## src/rtl/fp32_div_rne.sv

```systemverilog
module fp32_div_rne #(
  parameter int FRAC_W = 23,
  parameter int EXP_W  = 8
) (
  input  logic                    clk,
  input  logic                    rst_n,
  input  logic                    start,
  input  logic [FRAC_W+EXP_W:0]   op_a,
  input  logic [FRAC_W+EXP_W:0]   op_b,
  output logic [FRAC_W+EXP_W:0]   quotient,
  output logic                    done
);
  localparam int SIG_W = FRAC_W + 1;
  localparam int Q_W   = SIG_W + 4;
  localparam int CNT_W = $clog2(Q_W + 1);
  localparam int XW    = EXP_W + 2;
  localparam int TOP   = FRAC_W + EXP_W;
  localparam logic [XW-1:0] BIAS = XW'((1 << (EXP_W - 1)) - 1);

  logic             busy, fin, sgn_q;
  logic [CNT_W-1:0] cnt;
  logic [XW-1:0]    exp_q;
  logic [SIG_W:0]   rem_q;
  logic [SIG_W-1:0] dvs_q;
  logic [Q_W-1:0]   quo_q;

  // one restoring step
  logic             ge;
  logic [SIG_W:0]   diff, kept;
  assign ge   = rem_q >= {1'b0, dvs_q};
  assign diff = rem_q - {1'b0, dvs_q};
  assign kept = ge ? diff : rem_q;

  // normalize, build guard/round/sticky, round to nearest even
  logic             norm, g, r, s, up;
  logic [SIG_W-1:0] sig_n, sig_f;
  logic [SIG_W:0]   sum;
  logic [XW-1:0]    exp_n, exp_f;
  assign norm  = quo_q[Q_W-1];
  assign sig_n = norm ? quo_q[Q_W-1 -: SIG_W] : quo_q[Q_W-2 -: SIG_W];
  assign g     = norm ? quo_q[3] : quo_q[2];
  assign r     = norm ? quo_q[2] : quo_q[1];
  assign s     = (norm ? |quo_q[1:0] : quo_q[0]) | (rem_q != '0);
  assign exp_n = exp_q - {{(XW-1){1'b0}}, ~norm};
  assign up    = g & (r | s | sig_n[0]);
  assign sum   = {1'b0, sig_n} + {{SIG_W{1'b0}}, up};
  assign sig_f = sum[SIG_W] ? sum[SIG_W:1] : sum[SIG_W-1:0];
  assign exp_f = exp_n + {{(XW-1){1'b0}}, sum[SIG_W]};

  always_ff @(posedge clk or negedge rst_n) begin
    if (!rst_n) begin
      busy <= 1'b0; fin <= 1'b0; done <= 1'b0; cnt <= '0;
      sgn_q <= 1'b0; exp_q <= '0; rem_q <= '0; dvs_q <= '0; quo_q <= '0;
      quotient <= '0;
    end else begin
      done <= 1'b0;
      if (fin) begin
        fin      <= 1'b0;
        done     <= 1'b1;
        quotient <= {sgn_q, exp_f[EXP_W-1:0], sig_f[FRAC_W-1:0]};
      end else if (busy) begin
        quo_q <= {quo_q[Q_W-2:0], ge};
        rem_q <= {kept[SIG_W-1:0], 1'b0};
        cnt   <= cnt - 1'b1;
        if (cnt == CNT_W'(1)) begin
          busy <= 1'b0;
          fin  <= 1'b1;
        end
      end else if (start) begin
        busy  <= 1'b1;
        cnt   <= CNT_W'(Q_W);
        sgn_q <= op_a[TOP] ^ op_b[TOP];
        exp_q <= {2'b00, op_a[TOP-1:FRAC_W]} - {2'b00, op_b[TOP-1:FRAC_W]} + BIAS;
        rem_q <= {2'b01, op_a[FRAC_W-1:0]};
        dvs_q <= {1'b1, op_b[FRAC_W-1:0]};
        quo_q <= '0;
      end
    end
  end

  // partial remainder always below twice the divisor
  a_r4_rem_bound: assert property (@(posedge clk) disable iff (!rst_n)
    busy |-> rem_q < {dvs_q, 1'b0});
  // at most one leading zero in the developed quotient
  a_r3_norm_one: assert property (@(posedge clk) disable iff (!rst_n)
    fin |-> (quo_q[Q_W-1] | quo_q[Q_W-2]));
  a_r7_done_pulse: assert property (@(posedge clk) disable iff (!rst_n)
    done |=> !done);
  a_r7_fin_after_run: assert property (@(posedge clk) disable iff (!rst_n)
    $rose(fin) |-> $past(busy));
  a_r8_divisor_held: assert property (@(posedge clk) disable iff (!rst_n)
    busy |=> $stable(dvs_q));
endmodule

```

## config.mk

```make
export PLATFORM = sky130hd
export DESIGN_NAME = fp32_div_rne
export DESIGN_NICKNAME = d
export VERILOG_FILES = /design/src/rtl/fp32_div_rne.sv
export SDC_FILE = /design/constraint.sdc
export NUM_CORES = 1
export LEC_CHECK = 0
export BUFFER_PORTS_ARGS = -buffer_cell sky130_fd_sc_hd__buf_4
export CORE_AREA = 2 2 148 150
export DETAILED_ROUTE_END_ITERATION = 8
export DIE_AREA = 0 0 150 152
export SYNTH_ARGS = -nofsm -noshare
export SYNTH_HDL_FRONTEND = slang
export SYNTH_SLANG_ARGS = --single-unit
export TNS_END_PERCENT = 30
```

## constraint.sdc

```tcl
create_clock -name clk -period 6.5 [get_ports clk]
set_input_delay 0 -clock clk [delete_from_list [all_inputs] [get_ports clk]]
set_output_delay 0 -clock clk [all_outputs]
set_load 0.01 [all_outputs]
```

# Yosys cells after proc, flatten, opt, wreduce, memory -nomap -nowiden
# Cells that the tools add are included.
# word_totals
regBits,126
latchBits,0
mem_bits_rw,0
rom_bits,0
output_inout_bits,33
word_cells,51
n_memories,0
# classes
addsub,7
n_mul,0
div_mod_pow,0
magnitude_cmp,1
n_eq_ne,1
shifts,0
mux,19
bitwise,8
reduce_logical,5
# op_table
operator,count
2-to-1 mux 28 bit,2
2-to-1 mux 25 bit,2
2-to-1 mux 24 bit,2
adder 24 x 1 -> 25 bit,1
greater-or-equal comparator 25 x 24 -> 1 bit,1
nonzero test 25 bit,1
subtractor 24 bit,1
2-to-1 mux 23 bit,1
2-to-1 mux 1 bit,10
2-to-1 mux 5 bit,2
adder 8 x 1 -> 8 bit,1
adder 8 bit (second input constant),1
subtractor 8 x 1 -> 8 bit,1
subtractor 8 bit,1
== test 5 x 1 -> 1 bit (second input constant),1
subtractor 5 x 1 -> 5 bit (second input constant),1
inverter 1 bit,3
OR 1 bit,3
AND reduction 3 bit,1
AND reduction 2 bit,1
nonzero test 2 bit,1
OR reduction 2 bit,1
AND 1 bit,1
bitwise XOR 1 bit,1

# Logic depth before layout (Yosys ltp)
# Gate-level depths: netlist of run 1.
# logic_depth
word_depth,8
mapped_depth,24
depth_no_buf,20

# Worst setup path after synthesis of run 1
# OpenSTA, ideal clock, no wires.
# synth_path
path_kind,register -> register
startpoint,register quo_q[27]
endpoint,register quotient[29]
t_arrival_ps,4661
required_ps,6375
path_slack_ps,1714
stages_incl_launch_ff,25
path_buffers,4
cell_sequence,dfrtp_1 > buf_6 > buf_6 > clkbuf_1 > clkbuf_1 > nand2_1 > a21boi_0 > ha_1 > nand3_4 > nor4_4 > and4_4 > and4_4 > o2111ai_4 > ha_1 > inv_1 > ha_1 > inv_1 > fa_1 > inv_1 > a21oi_1 > o21bai_1 > a21o_1 > a21oi_1 > xnor2_1 > mux2_2
# synth_via
elab_chain_len,7
# synth_rtl
element,line,rtl
from (decl),25,logic [Q_W-1:0] quo_q;
from (signal assigned),62,"quo_q <= {quo_q[Q_W-2:0], ge};"
2-to-1 mux 1 bit,43,assign s = (norm ? |quo_q[1:0] : quo_q[0]) | (rem_q != '0);
OR 1 bit,43,
OR 1 bit (2 in series),45,assign up = g & (r | s | sig_n[0]);
AND 1 bit,45,
adder 24 x 1 -> 25 bit,46,"assign sum = {1'b0, sig_n} + {{SIG_W{1'b0}}, up};"
adder 8 x 1 -> 8 bit *,48,"assign exp_f = exp_n + {{(XW-1){1'b0}}, sum[SIG_W]};"
to (signal assigned),60,"quotient <= {sgn_q, exp_f[EXP_W-1:0], sig_f[FRAC_W-1:0]};"
to (decl),10,"output logic [FRAC_W+EXP_W:0] quotient,"
# Mark *: on every way between the ends. The rest lies on a longest branch, timed or not.
# A chain may end at the register's enable or synchronous reset.

# Worst setup path in the final report of run 1
# Ends and elaborated chain as after synthesis.

==> results list, run 1 <==
- Remaining design rule violation count: 0
- Number of hold-slack violations in the final timing report: 0
* Sum of buffers and inverters on the critical path: 3
- Total clock sinks: 126
* R2R cell count: 20
- Share of final-layout standard cells stronger than drive strength 1: 0.1681
* Min Clock Period, post-route: 4.645 ns
- The die is 150 microns wide.
* Placeable core area: 21350 sq um
* Ys async rst share: 1.000
* Crit path kind: reg -> reg
- Post-synthesis net count: 1033
- Overflow after GRT: 0
- Fill count: 2036
* Mean Syn Cell Area: 9.119 sq um
- Measured along the y axis, the die boundary spans 152 microns.
- Worst Setup End Kind: flop
* # H-tree levels: 4
- Once the clock tree was built, the resizer swapped 0 gates to a different size.
* Worst-skew pair later-pin latency: 0.42 ns
* Worst hold endpoint: rem_q[21]$_DFFE_PN0P_
* Gate Count Post-Synth: 915
- Data on the critical path is required at its endpoint by 6.81 ns.
* Post-CTS clock slew at the launch and capture registers of the worst setup and hold paths: 0.06 ns
* Master cell of the clock root buffer: sky130_fd_sc_hd__clkbuf_16
- Residual antenna-violating net count after detailed routing: 0
- Post-layout utilization of the core: 0.4855
- The clock passes through at most 2 buffers.
* Via count of the first global-routing pass: 6821
* Area taken by multi-input logic gates: 4715 sq um
- Counting instances, the worst hold path has a depth of 5.
* Ys flop type: sky130_fd_sc_hd__dfrtp_1
* Worst Max-Slew Pin Slew: 1.150 ns
* Total clock buffers created by CTS: 17
- Clk network pwr share: 0.164
- Static timing analysis puts the maximum clock frequency at 215.3 MHz.
- Setup total negative slack on the finished layout was measured at 0 ns.
- Row generation in the floorplan step produced 54 rows.
* Internal power summed over all cells: 3278 uW
- Of the synthesized area, sequential elements account for 0.3779.
* Sequential share of power: 0.268
- In the global route stage, met3 resource usage came out at 0.03664.
- TritonCTS clock tree: built
- Effective utilization at floorplan: 0.3908
* Maximum VDD drop: 0.0002494 V
- DRT Pass-1 Iters: 4
* Weighted congestion at the end of routability-driven global placement: 0.8640
- Max-cap violations in this run came to 0.
- Hold/Removal Path Class: in -> reg
* Count of buffers added by post-CTS timing repair for setup: 0
* Area enclosed by the die boundary: 22800 sq um
* Share of the cycle needed by the critical path after routing: 0.7146
- Hold path startpoint: op_a[21]
- Maximum number of pins on one net before global-route repair: 82
* Number of antenna violations at the first check in global routing: 1
- In this run the tightest slew margin relative to its limit is 0.2333.
- Dividing total power by cell area gives a power density of 564.2 nW/um^2.
* Type of element launching the critical path: flop
- Summing every instance area after synthesis gives 8344 sq um.
- After detailed routing, the number of vias per cell comes to 5.352.
- In this run the number of cells on the critical path is 20.
* Switching portion of total power: 0.4394
- FF-to-FF setup slack: 1.86 ns
- From synthesis to final layout, the design area changed by 24.22%.
- Across the routed clock network, the largest skew measured is 0.01097 ns.
- Setup violations remaining at the end of the flow were counted as 0.
- Average wire per standard cell: 15.81 microns
- Gr busiest metal: met2
- Data on the critical path arrives at its endpoint at 4.96 ns.
- The detailed router finished its first iteration with 416 violations.
- For this run, the number of Yosys warnings is 0.
- In this design, the largest share of critical-path delay is due to simple AND/OR/NAND/NOR gates.
- The critical path goes through nand2b_1 > a21boi_0 > ha_1 > nand3_4 > nor4_4 > and4_4 > and4_4 > o2111ai_4 > ha_1 > inv_1 > ha_1 > inv_1 > fa_1 > inv_1 > a21oi_1 > o21bai_1 > a21o_1 > a21oi_1 > xnor2_1 > mux2_2.
- Leakage: 0.004700 uW
- Vias post-DR: 7107
- For this design the total switching power over the nets is 2569 uW.
- Setup repair after global routing left no endpoint under its margin.
- Crit Reg-Reg Endpoint: quotient[29]$_DFFE_PN0P_
* Layout Nets: 1153
- Number of different library cells in the post-synthesis netlist: 74
* Beginning of the worst register-to-register path: quo_q[27]$_DFFE_PN0P_
* Number of primary I/O pins: 100
- Global-route wire length before repair: 34870 microns
- Critical Path Max Stage Delay: 0.57 ns
- Met1 Resource Use GR: 0.2581
- Count of input and output buffers: 99
- The synthesized design contains 126 register bits.
- DRT Wirelength: 21000 microns
- Along the worst path, the maximum fanout reaches 15.
- The synthesized design contains 0 enable-type register cells.
- Combinational group share of total power: 0.568
- Number of pins with negative max-slew slack in the final report: 0
- The sequential cells in the finished layout cover a total of 3153 sq um.
* Standard cell with the maximum stage delay on the critical path: sky130_fd_sc_hd__dfrtp_1
* Result of the run: completed
- Overall Global Routing Usage: 0.1897
- In the global route stage, met2 resource usage came out at 0.3064.
- Detailed-placement wirelength estimate: 15020 microns
-- registers in the layout (all words and copies together), names as in the netlist --
signal	flops
busy	1
cnt	5
done	1
dvs_q	24
exp_q	8
fin	1
quo_q	28
quotient	32
rem_q	25
sgn_q	1
-- cells in the final DEF (no fill, tap or decap), types with 34 or more instances in the layout --
cell,n
sky130_fd_sc_hd__buf_4,108
sky130_fd_sc_hd__dfrtp_1,126
sky130_fd_sc_hd__ha_1,48
sky130_fd_sc_hd__xnor2_1,37
sky130_fd_sc_hd__nor2_1,34
sky130_fd_sc_hd__inv_1,59
sky130_fd_sc_hd__nand2_1,92
sky130_fd_sc_hd__a21oi_1,53
sky130_fd_sc_hd__o21ai_0,79
sky130_fd_sc_hd__dlygate4sd3_1,52
-- cells in the mapped netlist (all sizes together) (3+ instances only) --
| cell | instances | area [sq um] |
|---|---|---|
| a2111oi | 4 | 47.55 |
| a211o | 4 | 35.03 |
| a211oi | 3 | 40.04 |
| a21boi | 4 | 30.03 |
| a21o | 21 | 157.7 |
| a21oi | 53 | 265.3 |
| a22o | 20 | 175.2 |
| a22oi | 7 | 52.55 |
| a31o | 6 | 52.55 |
| a31oi | 11 | 68.82 |
| and3 | 12 | 75.07 |
| buf | 18 | 113.9 |
| clkbuf | 41 | 158.9 |
| dfrtp | 126 | 3153 |
| fa | 3 | 60.06 |
| ha | 48 | 600.6 |
| inv | 59 | 221.5 |
| mux2 | 11 | 123.9 |
| mux2i | 27 | 270.3 |
| nand2 | 92 | 345.3 |
| nand2b | 4 | 25.02 |
| nand3 | 30 | 162.7 |
| nand3b | 3 | 22.52 |
| nand4 | 12 | 90.09 |
| nor2 | 35 | 131.4 |
| nor2b | 9 | 56.30 |
| nor3 | 16 | 80.08 |
| nor4 | 10 | 92.59 |
| o211ai | 4 | 30.03 |
| o21a | 4 | 30.03 |
| o21ai | 82 | 414.1 |
| o21bai | 5 | 37.54 |
| o22a | 10 | 87.58 |
| o22ai | 8 | 50.05 |
| o2bb2ai | 7 | 61.31 |
| o31a | 4 | 35.03 |
| o31ai | 3 | 22.52 |
| or2 | 5 | 31.28 |
| or3 | 4 | 25.02 |
| xnor2 | 37 | 324.1 |
| xor2 | 26 | 227.7 |
-- power by group through the flow --
stage          Clock (uW)  Combinational, uW  Sequential (uW)
2_1_floorplan           0               2590             1440
3_3_place_gp            0               3240             1570
3_5_place_dp            0               3270             1580
4_1_cts               979               3330             1560
5_1_grt              1020               3720             1630
6_report              960               3320             1570
-- worst max-delay path by stage --
stage                                    end                   from  slack, ns
finish              quotient[29]$_DFFE_PN0P_  quo_q[27]$_DFFE_PN0P_       1.86
global route        quotient[29]$_DFFE_PN0P_  quo_q[27]$_DFFE_PN0P_       1.55
CTS                 quotient[29]$_DFFE_PN0P_  quo_q[27]$_DFFE_PN0P_       1.84
detailed placement  quotient[29]$_DFFE_PN0P_  quo_q[27]$_DFFE_PN0P_       1.85
global placement    quotient[29]$_DFFE_PN0P_  quo_q[27]$_DFFE_PN0P_       1.95
floorplan           quotient[29]$_DFFE_PN0P_  quo_q[27]$_DFFE_PN0P_       1.71
-- repair_timing --
action | 4_1_cts | 5_1_grt
setup endpoints to repair | 0 | 0
hold buffers | 52 | 0
endpoints found under the hold margin | 94 | 0
-- worst reg2reg max path, stage by stage, from the launching register on --
cell                        delay [ns]
sky130_fd_sc_hd__dfrtp_1          0.57
sky130_fd_sc_hd__nand2b_1         0.31
sky130_fd_sc_hd__a21boi_0         0.19
sky130_fd_sc_hd__ha_1             0.27
sky130_fd_sc_hd__nand3_4          0.12
sky130_fd_sc_hd__nor4_4           0.41
sky130_fd_sc_hd__and4_4           0.33
sky130_fd_sc_hd__and4_4           0.26
sky130_fd_sc_hd__o2111ai_4        0.18
sky130_fd_sc_hd__ha_1             0.32
sky130_fd_sc_hd__inv_1            0.05
sky130_fd_sc_hd__ha_1             0.15
sky130_fd_sc_hd__inv_1            0.05
sky130_fd_sc_hd__fa_1             0.39
sky130_fd_sc_hd__inv_1            0.07
sky130_fd_sc_hd__a21oi_1          0.06
sky130_fd_sc_hd__o21bai_1         0.20
sky130_fd_sc_hd__a21o_1           0.15
sky130_fd_sc_hd__a21oi_1          0.07
sky130_fd_sc_hd__xnor2_1          0.13
sky130_fd_sc_hd__mux2_2           0.26
-- area by class of cell --
type | instances | area share
multi-input combinational | 670 | 0.4549
sequential | 126 | 0.3042
timing repair buffer | 160 | 0.1284
clock buffer | 19 | 0.04273
tap | 280 | 0.03380
inverter | 60 | 0.02173
clock inverter | 12 | 0.01400
antenna | 1 | 0.0002414
-- through the flow --
step	power [uW]	cell area, sq um	hold slack (ns)	instances	setup WS (ns)
final	5847	10360	0.02855	1328	1.855
after global routing	6372	10360	0.06345	1328	1.552
after CTS	5870	10360	0.001216	1327	1.840
after detailed placement	4846	9254	0.04542	1244	1.851
after global placement	4809	9254	0.04060	1244	1.950
after floorplan	4029	8344	-0.2956	915	1.714
-- logic make-up after synthesis --
| group | Yosys count | synth area share |
|---|---|---|
| AO/OA/AOI/OAI | 277 | 0.2242 |
| XOR/XNOR | 63 | 0.06613 |
| adder cells (fa/ha/maj) | 51 | 0.07917 |
| buffers and inverters | 119 | 0.05968 |
| flip-flops | 126 | 0.3779 |
| multiplexers | 38 | 0.04723 |
| AND/OR/NAND/NOR | 241 | 0.1457 |
-- per-layer routing --
layer	part of all wire	vias up
li1	-	3522
met4	0.015	0
met2	0.48	132
met3	0.034	20
met1	0.47	3433
met5	0	-
Note: power is estimated with default switching activity, not from simulation.
==> run 2: changes to the inputs <==
==> constraint.sdc (replaced) <==
create_clock -name clk -period 4 [get_ports clk]
set_input_delay 0 -clock clk [delete_from_list [all_inputs] [get_ports clk]]
set_output_delay 0 -clock clk [all_outputs]
set_load 0.01 [all_outputs]
==> run 2 against run 1 <==
Sequential power rose by 60%. Wire length rose by 1.2%. Highest routed layer unchanged. Critical endpoint unchanged. Critical path depth did not move. Largest power group unchanged. Worst setup slack got worse by 1.7 ns. Design area rose by 1.7%. Clock-buffer cell count rose by 3. Total power rose by 63%. Core utilization rose by 0.81 points.
==> results list, run 2 (synthesis gave the netlist of run 1 again) <==
* Result of the run: completed (unchanged)
* Area enclosed by the die boundary: 22800 sq um (unchanged)
- The ratio of final minimum period to clock period was 0.9583 (was 0.7146).
- The length in cells of the worst reg-to-reg path came to 20 (unchanged).
- The wire length of the first global-routing pass came to 35260 microns (was 34870 microns).
- The cell at the root of the clock tree is sky130_fd_sc_hd__clkbuf_16 (unchanged).
- The initial antenna violation count came to 1 (unchanged).
- The maximum clock rate came to 260.9 MHz (was 215.3 MHz).
- The power density normalized to cell area came to 905.3 nW/um^2 (was 564.2 nW/um^2).
- Vias post-DR: 7218 (was 7107)
- Overall Global Routing Usage: 0.1912 (was 0.1897)
- Worst Setup End Kind: flop (unchanged)
* Type of element launching the critical path: flop (unchanged)
- The post-detailed-route count of antenna-violating nets came to 0 (unchanged).
- Largest registers: quotient: 32 flops, quo_q: 28 flops, rem_q: 25 flops (unchanged)
- The worst-case clock buffer depth came to 2 (unchanged).
- The startpoint of the worst setup timing path was quo_q[27]$_DFFE_PN0P_ (unchanged).
- The average wire length per cell after detail routing is 15.76 microns (was 15.81 microns).
- Leading cell type in the layout, fill and taps excluded: sky130_fd_sc_hd__buf_4 (was sky130_fd_sc_hd__dfrtp_1)
* Total clock sinks: 126 (unchanged)
* Detailed-route vias per instance: 5.355 (was 5.352)
- The flip-flop count of the largest register after layout came to 32 (unchanged).
- Count of final setup violators: 0 (unchanged)
- The number of I/O port buffers was 99 (unchanged).
* DRT Wirelength: 21240 microns (was 21000 microns)
- Number of primary I/O pins: 100 (unchanged)
- The worst clock skew on the final layout is 0.009873 ns (was 0.01097 ns).
* Commonest non-fill, non-tap cells in the layout: 126 x sky130_fd_sc_hd__buf_4, 125 x sky130_fd_sc_hd__dfrtp_1, 92 x sky130_fd_sc_hd__nand2_1 (was 126 x sky130_fd_sc_hd__dfrtp_1, 108 x sky130_fd_sc_hd__buf_4, 92 x sky130_fd_sc_hd__nand2_1)
- TritonCTS clock tree: built (unchanged)
- The initial core utilization came to 0.3908 (unchanged).
- The area overhead of the layout relative to synthesis was 26.29% (was 24.22%).
* Post-Route Hold Slack: 0.08010 ns (was 0.02855 ns)
- The number of max-capacitance violations reported was 0 (unchanged).
* Share of final-layout standard cells stronger than drive strength 1: 0.1931 (was 0.1681)
- The worst slew margin relative to its limit came to 0.3130 (was 0.2333).
- The setup slack on the worst flop-to-flop path is 0.17 ns (was 1.86 ns).
- Min Clock Period, post-route: 3.833 ns (was 4.645 ns)
- Hold path startpoint: op_a[24] (was op_a[21])
- DRT Pass-1 Iters: 4 (unchanged)
* Leakage: 0.004775 uW (was 0.004700 uW)
* Arr. time, crit path: 4.14 ns (was 4.96 ns)
- Number of hold-slack violations in the final timing report: 0 (unchanged)
- Maximum number of pins on one net before global-route repair: 66 (was 82)
* Vertical die dimension: 152 microns (unchanged)
- The peak supply drop came to 0.0004113 V (was 0.0002494 V).
- The total DRC errors in the routed layout came to 0 (unchanged).
- The measured slew at the worst slew-check pin is 1.027 ns (was 1.150 ns).
* Worst slack after detailed placement: 0.08113 ns (was 1.851 ns)
- The last element of the critical path was quotient[29]$_DFFE_PN0P_ (unchanged).
- The overall die width came to 150 microns (unchanged).
* Via count of the first global-routing pass: 6987 (was 6821)
* Total clock buffers created by CTS: 17 (unchanged)
- The clock latency at the later pin of the worst-skew pair is 0.42 ns (about the same).
- # H-tree levels: 4 (unchanged)
- Overflow after GRT: 0 (unchanged)
* Detailed-placement wirelength estimate: 15230 microns (was 15020 microns)
- Crit Reg-Reg Endpoint: quotient[29]$_DFFE_PN0P_ (unchanged)
* Crit path kind: reg -> reg (unchanged)
- The number of design-rule violations left by the first detailed-router iteration was 399 (was 416).
- Worst path required time: 4.31 ns (was 6.81 ns)
- Hold/Removal Path Class: in -> reg (unchanged)
- The worst flop-to-flop path startpoint is quo_q[27]$_DFFE_PN0P_ (unchanged).
- Fin Setup TNS: 0 ns (unchanged)
- Number of pins with negative max-slew slack in the final report: 0 (unchanged)
- The layout net count was 1173 (was 1153).
- CP Max Fanout: 5 (was 15)
- Post-CTS clock slew at the launch and capture registers of the worst setup and hold paths: 0.06 ns (about the same)
- The routability congestion estimate was 0.8777 (was 0.8640).
- Largest register by flop count: quotient (unchanged)
* Smallest setup slack after layout: 0.1668 ns (was 1.855 ns)
* Count of standard-cell rows: 54 (unchanged)
- Placeable core area: 21350 sq um (unchanged)
-- run 2: cell types whose count changed in the layout (fill, tap and decap cells not counted), moves of 2 or more --
cell                        change
sky130_fd_sc_hd__clkinv_4       +2
sky130_fd_sc_hd__a21oi_1        -3
sky130_fd_sc_hd__clkinv_2       -3
sky130_fd_sc_hd__inv_1          -3
sky130_fd_sc_hd__ha_1           -3
sky130_fd_sc_hd__inv_2          +3
sky130_fd_sc_hd__bufinv_16      -3
sky130_fd_sc_hd__clkbuf_1       +2
sky130_fd_sc_hd__ha_4           +3
sky130_fd_sc_hd__buf_4         +18
sky130_fd_sc_hd__a21oi_2        +3
-- run 2: final cells by class --
| type | instances | area, sq um |
|---|---|---|
| tap | 280 | 350.3 |
| timing repair buffer | 180 | 1488 |
| sequential | 126 | 3154 |
| fill | 2056 | 10810 |
| clock inverter | 9 | 65.06 |
| clock buffer | 22 | 464.2 |
| inverter | 60 | 225.2 |
| antenna | 1 | 2.502 |
| multi-input combinational | 670 | 4788 |
-- run 2: critical path: stages (launching register included) --
cell,delay (ns)
sky130_fd_sc_hd__dfrtp_1,0.42
sky130_fd_sc_hd__buf_6,0.14
sky130_fd_sc_hd__mux2_4,0.20
sky130_fd_sc_hd__ha_4,0.15
sky130_fd_sc_hd__nand3_4,0.09
sky130_fd_sc_hd__nor4_4,0.26
sky130_fd_sc_hd__and4_4,0.30
sky130_fd_sc_hd__and4_4,0.26
sky130_fd_sc_hd__o2111ai_4,0.15
sky130_fd_sc_hd__ha_4,0.25
sky130_fd_sc_hd__inv_2,0.06
sky130_fd_sc_hd__ha_4,0.12
sky130_fd_sc_hd__inv_2,0.03
sky130_fd_sc_hd__fa_2,0.37
sky130_fd_sc_hd__inv_2,0.06
sky130_fd_sc_hd__a21oi_2,0.04
sky130_fd_sc_hd__o21bai_1,0.20
sky130_fd_sc_hd__a21o_1,0.17
sky130_fd_sc_hd__a21oi_2,0.06
sky130_fd_sc_hd__xnor2_1,0.13
sky130_fd_sc_hd__mux2_2,0.26
-- run 2: how the worst min path moves through the flow --
stage / endpoint / slack [ns] / cells after the start
global route: exp_q[1]$_DFFE_PN0P_ / 0.11 / 5
global placement: quotient[4]$_DFFE_PN0P_ / 0.17 / 1
finish: exp_q[1]$_DFFE_PN0P_ / 0.08 / 5
detailed placement: quotient[4]$_DFFE_PN0P_ / 0.16 / 1
CTS: exp_q[1]$_DFFE_PN0P_ / 0.07 / 5
floorplan: busy$_DFFE_PN0N_ / -0.30 / 0
-- run 2: what timing repair did --
action                                 in CTS  in global routing
endpoints found under the hold margin     113                  0
setup buffers                               0                  6
gates resized for setup                     0                 13
setup endpoints to repair                   0                  2
hold buffers                               53                  0
-- run 2: layer usage --
metal | GRT usage | wire length, microns
met1 | 0.2595 | 10040
met2 | 0.3177 | 10200
met3 | 0.03363 | 795
met4 | 0.04403 | 212
met5 | 0 | 0
-- run 2: stage by stage --
| step | instances | total power [uW] | utilization | cell area [sq um] |
|---|---|---|---|---|
| 4_1_cts | 1341 | 9482 | 0.4887 | 10430 |
| 6_report | 1348 | 9540 | 0.4936 | 10540 |
| 3_5_place_dp | 1257 | 8000 | 0.4391 | 9374 |
| 3_3_place_gp | 1257 | 7957 | 0.4391 | 9374 |
| 2_1_floorplan | 915 | 6601 | - | 8402 |
| 5_1_grt | 1348 | 10390 | 0.4936 | 10540 |
-- run 2: where the power goes --
part,total [uW],internal (uW),leakage (uW),switching [uW]
Clock,1390,818,0.000244,568
Combinational,5640,2570,0.00299,3070
Sequential,2510,1910,0.00154,598
Total,9540,5300,0.00478,4240
==> run 3: changes to the inputs <==
--- a/config.mk
+++ b/config.mk
@@ -5,10 +5,13 @@
 export SDC_FILE = /design/constraint.sdc
 export NUM_CORES = 1
 export LEC_CHECK = 0
+export ABC_AREA = 1
 export BUFFER_PORTS_ARGS = -buffer_cell sky130_fd_sc_hd__buf_4
-export CORE_AREA = 2 2 148 150
+export CORE_AREA = 2 2 132 134
 export DETAILED_ROUTE_END_ITERATION = 8
-export DIE_AREA = 0 0 150 152
+export DIE_AREA = 0 0 134 136
+export PLACE_DENSITY = 0.76
+export RECOVER_POWER = 50
 export SYNTH_ARGS = -nofsm -noshare
 export SYNTH_HDL_FRONTEND = slang
 export SYNTH_SLANG_ARGS = --single-unit
==> run 3 against run 2 <==
The run now ends with max-capacitance violations, max-slew violations left. Combinational power increased by 3.9%. First-iteration DRC count grew 31%. Highest routed layer unchanged. Register-to-register slack gained 0.30 ns. Core utilization up 14 points. Critical path type unchanged. Sequential power fell by 8%. Maximum frequency grew 8.4%. Cell count grew 23%. Wire length is 14% higher. Via count grew 20%. Sequential share of layout area is 0.53 points lower. Flip-flop and latch count did not move. Die area fell by 20%.
==> results list, run 3 <==
* Overflow after GRT: 0 (unchanged)
- The critical path arrival is 3.89 ns (was 4.14 ns).
- The most common library cell in the layout ignoring fill and taps was sky130_fd_sc_hd__nand2_1 (was sky130_fd_sc_hd__buf_4).
* ANT cells: 0 (was 1)
- The via count of the first global-routing pass is 8446 (was 6987).
* Signed area change from the synthesized netlist to the final layout: 21.04% (was 26.29%)
* Warnings, synthesis: 0 (unchanged)
* Leading cell types by total area after synthesis: sky130_fd_sc_hd__dfrtp_1 36%, sky130_fd_sc_hd__nand2_1 15%, sky130_fd_sc_hd__inv_1 8.8% (was sky130_fd_sc_hd__dfrtp_1 38%, sky130_fd_sc_hd__ha_1 7.2%, sky130_fd_sc_hd__o21ai_0 4.8%)
- The number of pins exceeding their max-slew limit in the final report came to 48 (was 0).
- Count of final setup violators: 0 (unchanged)
- Share of synthesized area occupied by flip-flops and latches: 0.3559 (was 0.3779)
* Max Cap Viol: 1 (was 0)
- Gate Count Post-Synth: 1276 (was 915)
* Area enclosed by the die boundary: 18220 sq um (was 22800 sq um)
- Library cell with the highest instance count after synthesis: sky130_fd_sc_hd__nand2_1 (was sky130_fd_sc_hd__dfrtp_1)
- The time the worst path needs with I/O delays and setup came to 3.536 ns (was 3.833 ns).
- The initial core utilization was 0.5250 (was 0.3908).
- The worst-case clock buffer depth is 2 (unchanged).
* Worst Setup End Kind: flop (unchanged)
- Post-synth top cells: 359 x sky130_fd_sc_hd__nand2_1, 207 x sky130_fd_sc_hd__inv_1, 126 x sky130_fd_sc_hd__dfrtp_1, 96 x sky130_fd_sc_hd__nor2_1, 92 x sky130_fd_sc_hd__nand3_1 (was 126 x sky130_fd_sc_hd__dfrtp_1, 92 x sky130_fd_sc_hd__nand2_1, 80 x sky130_fd_sc_hd__o21ai_0, 59 x sky130_fd_sc_hd__inv_1, 53 x sky130_fd_sc_hd__a21oi_1)
- Smallest setup slack after layout: 0.4639 ns (was 0.1668 ns)
* Unrepaired setup endpoints after global routing: false
* Maximum number of pins on one net before global-route repair: 52 (was 66)
- The count of different cell masters after synthesis is 41 (was 74).
* Leakage: 0.005490 uW (was 0.004775 uW)
- The type of the tightest min-delay check was in -> reg (unchanged).
* Area share of the leading cell type in the synthesized netlist: 0.3559 (was 0.3779)
- Number of antenna violations at the first check in global routing: 0 (was 1)
* Number of primary I/O pins: 100 (unchanged)
* Type of element launching the critical path: flop (unchanged)
- Largest registers: quotient: 32 flops, quo_q: 28 flops, rem_q: 25 flops (unchanged)
- The number of storage elements in the synthesis netlist came to 126 (unchanged).
- The number of design-rule violations left by the first detailed-router iteration is 522 (was 399).
* Netlist Area Pre-Place: 8860 sq um (was 8344 sq um)
- The H-tree level count was 4 (unchanged).
- The async set-or-reset flop fraction in the synthesized netlist is 1.000 (unchanged).
- The post-synthesis cell type with the largest combined area is sky130_fd_sc_hd__dfrtp_1 (unchanged).
- Slew Limit Headroom: -0.6588 (was 0.3130)
- Maximum clock rate: 282.8 MHz (was 260.9 MHz)
* Remaining design rule violation count: 0 (unchanged)
- Worst path required time: 4.35 ns (was 4.31 ns)
- The fraction of final layout cells with drive strength greater than 1 came to 0.1028 (was 0.1931).
- Worst slack after detailed placement: 0.4316 ns (was 0.08113 ns)
* Largest register by flop count: quotient (unchanged)
- The synthesized netlist net count is 1394 (was 1033).
- The height of the die is 136 microns (was 152 microns).
* Number of synthesized flops with an enable pin: 0 (unchanged)
- P_sw: 4806 uW (was 4237 uW)
- The peak supply drop came to 0.0004325 V (was 0.0004113 V).
* Flip-flop count of the largest register after layout: 32 (unchanged)
* Global-route wire length before repair: 39960 microns (was 35260 microns)
- The average wire length per cell after detail routing is 14.61 microns (was 15.76 microns).
- Total clock sinks: 126 (unchanged)
- Post-cts gate resize count: 0 (unchanged)
* Residual antenna-violating net count after detailed routing: 0 (unchanged)
* Sequential share of power: 0.240 (was 0.263)
- The layout net count came to 1535 (was 1173).
- The core box area came to 16880 sq um (was 21350 sq um).
* Commonest non-fill, non-tap cells in the layout: 358 x sky130_fd_sc_hd__nand2_1, 207 x sky130_fd_sc_hd__inv_1, 126 x sky130_fd_sc_hd__dfrtp_1 (was 126 x sky130_fd_sc_hd__buf_4, 125 x sky130_fd_sc_hd__dfrtp_1, 92 x sky130_fd_sc_hd__nand2_1)
- Post-CTS clock slew at the launch and capture registers of the worst setup and hold paths: 0.07 ns (was 0.06 ns)
- Violated checks: max-capacitance violations, max-slew violations
- The power density normalized to cell area came to 902.5 nW/um^2 (was 905.3 nW/um^2).
- The number of I/O port buffers is 99 (unchanged).
* Weighted congestion at the end of routability-driven global placement: 0.9699 (was 0.8777)
- Result of the run: finished with violations (was completed)
- Worst Max-Slew Pin Slew: 2.488 ns (was 1.027 ns)
* Setup clock skew after layout: 0.009997 ns (was 0.009873 ns)
* Vias post-DR: 8694 (was 7218)
* TritonCTS clock tree: built (unchanged)
- The synthesized area per cell was 6.943 sq um (was 9.119 sq um).
* Total clock buffers created by CTS: 17 (unchanged)
- Share of the cycle needed by the critical path after routing: 0.8840 (was 0.9583)
- The placed wire-length estimate was 17810 microns (was 15230 microns).
- The power share of the combinational group is 0.605 (was 0.591).
* Overall Global Routing Usage: 0.2753 (was 0.1912)
- Switching portion of total power: 0.4965 (was 0.4442)
- The routed wire length is 24180 microns (was 21240 microns).
- The overall die width is 134 microns (was 150 microns).
- The number of hold violations in the final report came to 0 (unchanged).
* DRT Pass-1 Iters: 5 (was 4)
* Detailed-route vias per instance: 5.253 (was 5.355)
- Crit path kind: reg -> reg (unchanged)
- The cell at the root of the clock tree is sky130_fd_sc_hd__clkbuf_16 (unchanged).
- The floorplan row count came to 48 (was 54).
- Internal power summed over all cells: 4873 uW (was 5302 uW)
* Fin Setup TNS: 0 ns (unchanged)
* Clk network pwr share: 0.155 (was 0.145)
* CP Max Fanout: 23 (was 5)
* Worst-skew pair later-pin latency: 0.43 ns (was 0.42 ns)
- The dominant synthesized flop cell was sky130_fd_sc_hd__dfrtp_1 (unchanged).
run 3: changes by cell type in the layout (fill, tap and decap cells not counted), sizes merged, moves of 27 or more:
cell	before	now
nand3	30	94
buf	127	78
nor2	35	102
nand2	92	363
nand4	12	41
clkbuf	22	54
mux2i	27	0
inv	59	219
run 3: power by group through the flow:
stage,clock [uW],combinational [uW],sequential (uW)
after CTS,1530,5970,2320
after floorplan,0,4350,2300
after detailed placement,0,5900,2330
final,1500,5860,2320
after global routing,1580,6660,2400
after global placement,0,5790,2320
run 3: worst max-delay path, stage by stage (launching register included):
cell and delay, ns:
sky130_fd_sc_hd__dfrtp_1 0.42, sky130_fd_sc_hd__buf_4 0.31, sky130_fd_sc_hd__nand2_1 0.09, sky130_fd_sc_hd__o21ai_1 0.12, sky130_fd_sc_hd__ha_1 0.23, sky130_fd_sc_hd__inv_1 0.07, sky130_fd_sc_hd__nor2_1 0.16, sky130_fd_sc_hd__nand4_1 0.12
sky130_fd_sc_hd__nor3_1 0.19, sky130_fd_sc_hd__nand4_1 0.13, sky130_fd_sc_hd__ha_1 0.30, sky130_fd_sc_hd__inv_1 0.06, sky130_fd_sc_hd__ha_1 0.15, sky130_fd_sc_hd__inv_1 0.05, sky130_fd_sc_hd__fa_1 0.35, sky130_fd_sc_hd__inv_1 0.10
sky130_fd_sc_hd__nand3_1 0.07, sky130_fd_sc_hd__nand2_1 0.09, sky130_fd_sc_hd__nand2_1 0.07, sky130_fd_sc_hd__nand2_1 0.06, sky130_fd_sc_hd__a21oi_1 0.07, sky130_fd_sc_hd__xor2_1 0.14, sky130_fd_sc_hd__o21ai_0 0.13
run 3: cell families after synthesis:
family	Yosys count	share of synthesized area
and+or+nand+nor	622	0.2988
DFF	126	0.3559
AOI/OAI and AO/OA	189	0.1209
adders and majority gates	51	0.07457
buffers and inverters	257	0.1192
xor gates and xnor gates	31	0.03065
run 3: final cells by class:
class	instances	area, sq um
Fill cell	1560	6152
Multi-Input combinational cell	893	4661
Inverter	212	797.0
Clock buffer	17	425.4
Timing Repair Buffer	167	1260
Tap cell	225	281.5
Clock inverter	15	146.4
Sequential cell	126	3153
run 3: metrics by stage:
| stage | utilization | total power (uW) | instance area, sq um | instances | hold slack (ns) |
|---|---|---|---|---|---|
| final | 0.6355 | 9679 | 10720 | 1655 | 0.08455 |
| after global routing | 0.6355 | 10650 | 10720 | 1655 | 0.08170 |
| after CTS | 0.6435 | 9810 | 10860 | 1655 | 0.03447 |
| after detailed placement | 0.5788 | 8230 | 9768 | 1571 | 0.05342 |
| after global placement | 0.5788 | 8108 | 9768 | 1571 | 0.04820 |
| after floorplan | - | 6649 | 8860 | 1276 | -0.2956 |
run 3: final timing paths:
path | slack, ns | from | cells past startpoint | endpoint
max reg2reg | 0.46 | quo_q[27]$_DFFE_PN0P_ | 22 | quotient[29]$_DFFE_PN0P_
min | 0.08 | op_b[30] | 5 | exp_q[7]$_DFFE_PN0P_
min in group asynchronous | 0.89 | rst_n | 2 | quo_q[5]$_DFFE_PN0P_
max | 0.46 | quo_q[27]$_DFFE_PN0P_ | 22 | quotient[29]$_DFFE_PN0P_
max in group asynchronous | 1.07 | rst_n | 3 | sgn_q$_DFFE_PN0P_
min reg2reg | 0.46 | dvs_q[23]$_DFFE_PN0P_ | 2 | dvs_q[23]$_DFFE_PN0P_
run 3: routing by layer:
metal	global-route usage	wire (microns)	vias up
met1	0.3219	10210	4023
li1	-	-	4380
met2	0.4954	12120	234
met5	0	0	-
met4	0.1259	927	0
met3	0.04549	925	57
run 3: timing repair:
item | CTS | global route
hold buffers | 52 | 0
setup buffers | 0 | 0
endpoints found under the hold margin | 94 | 0
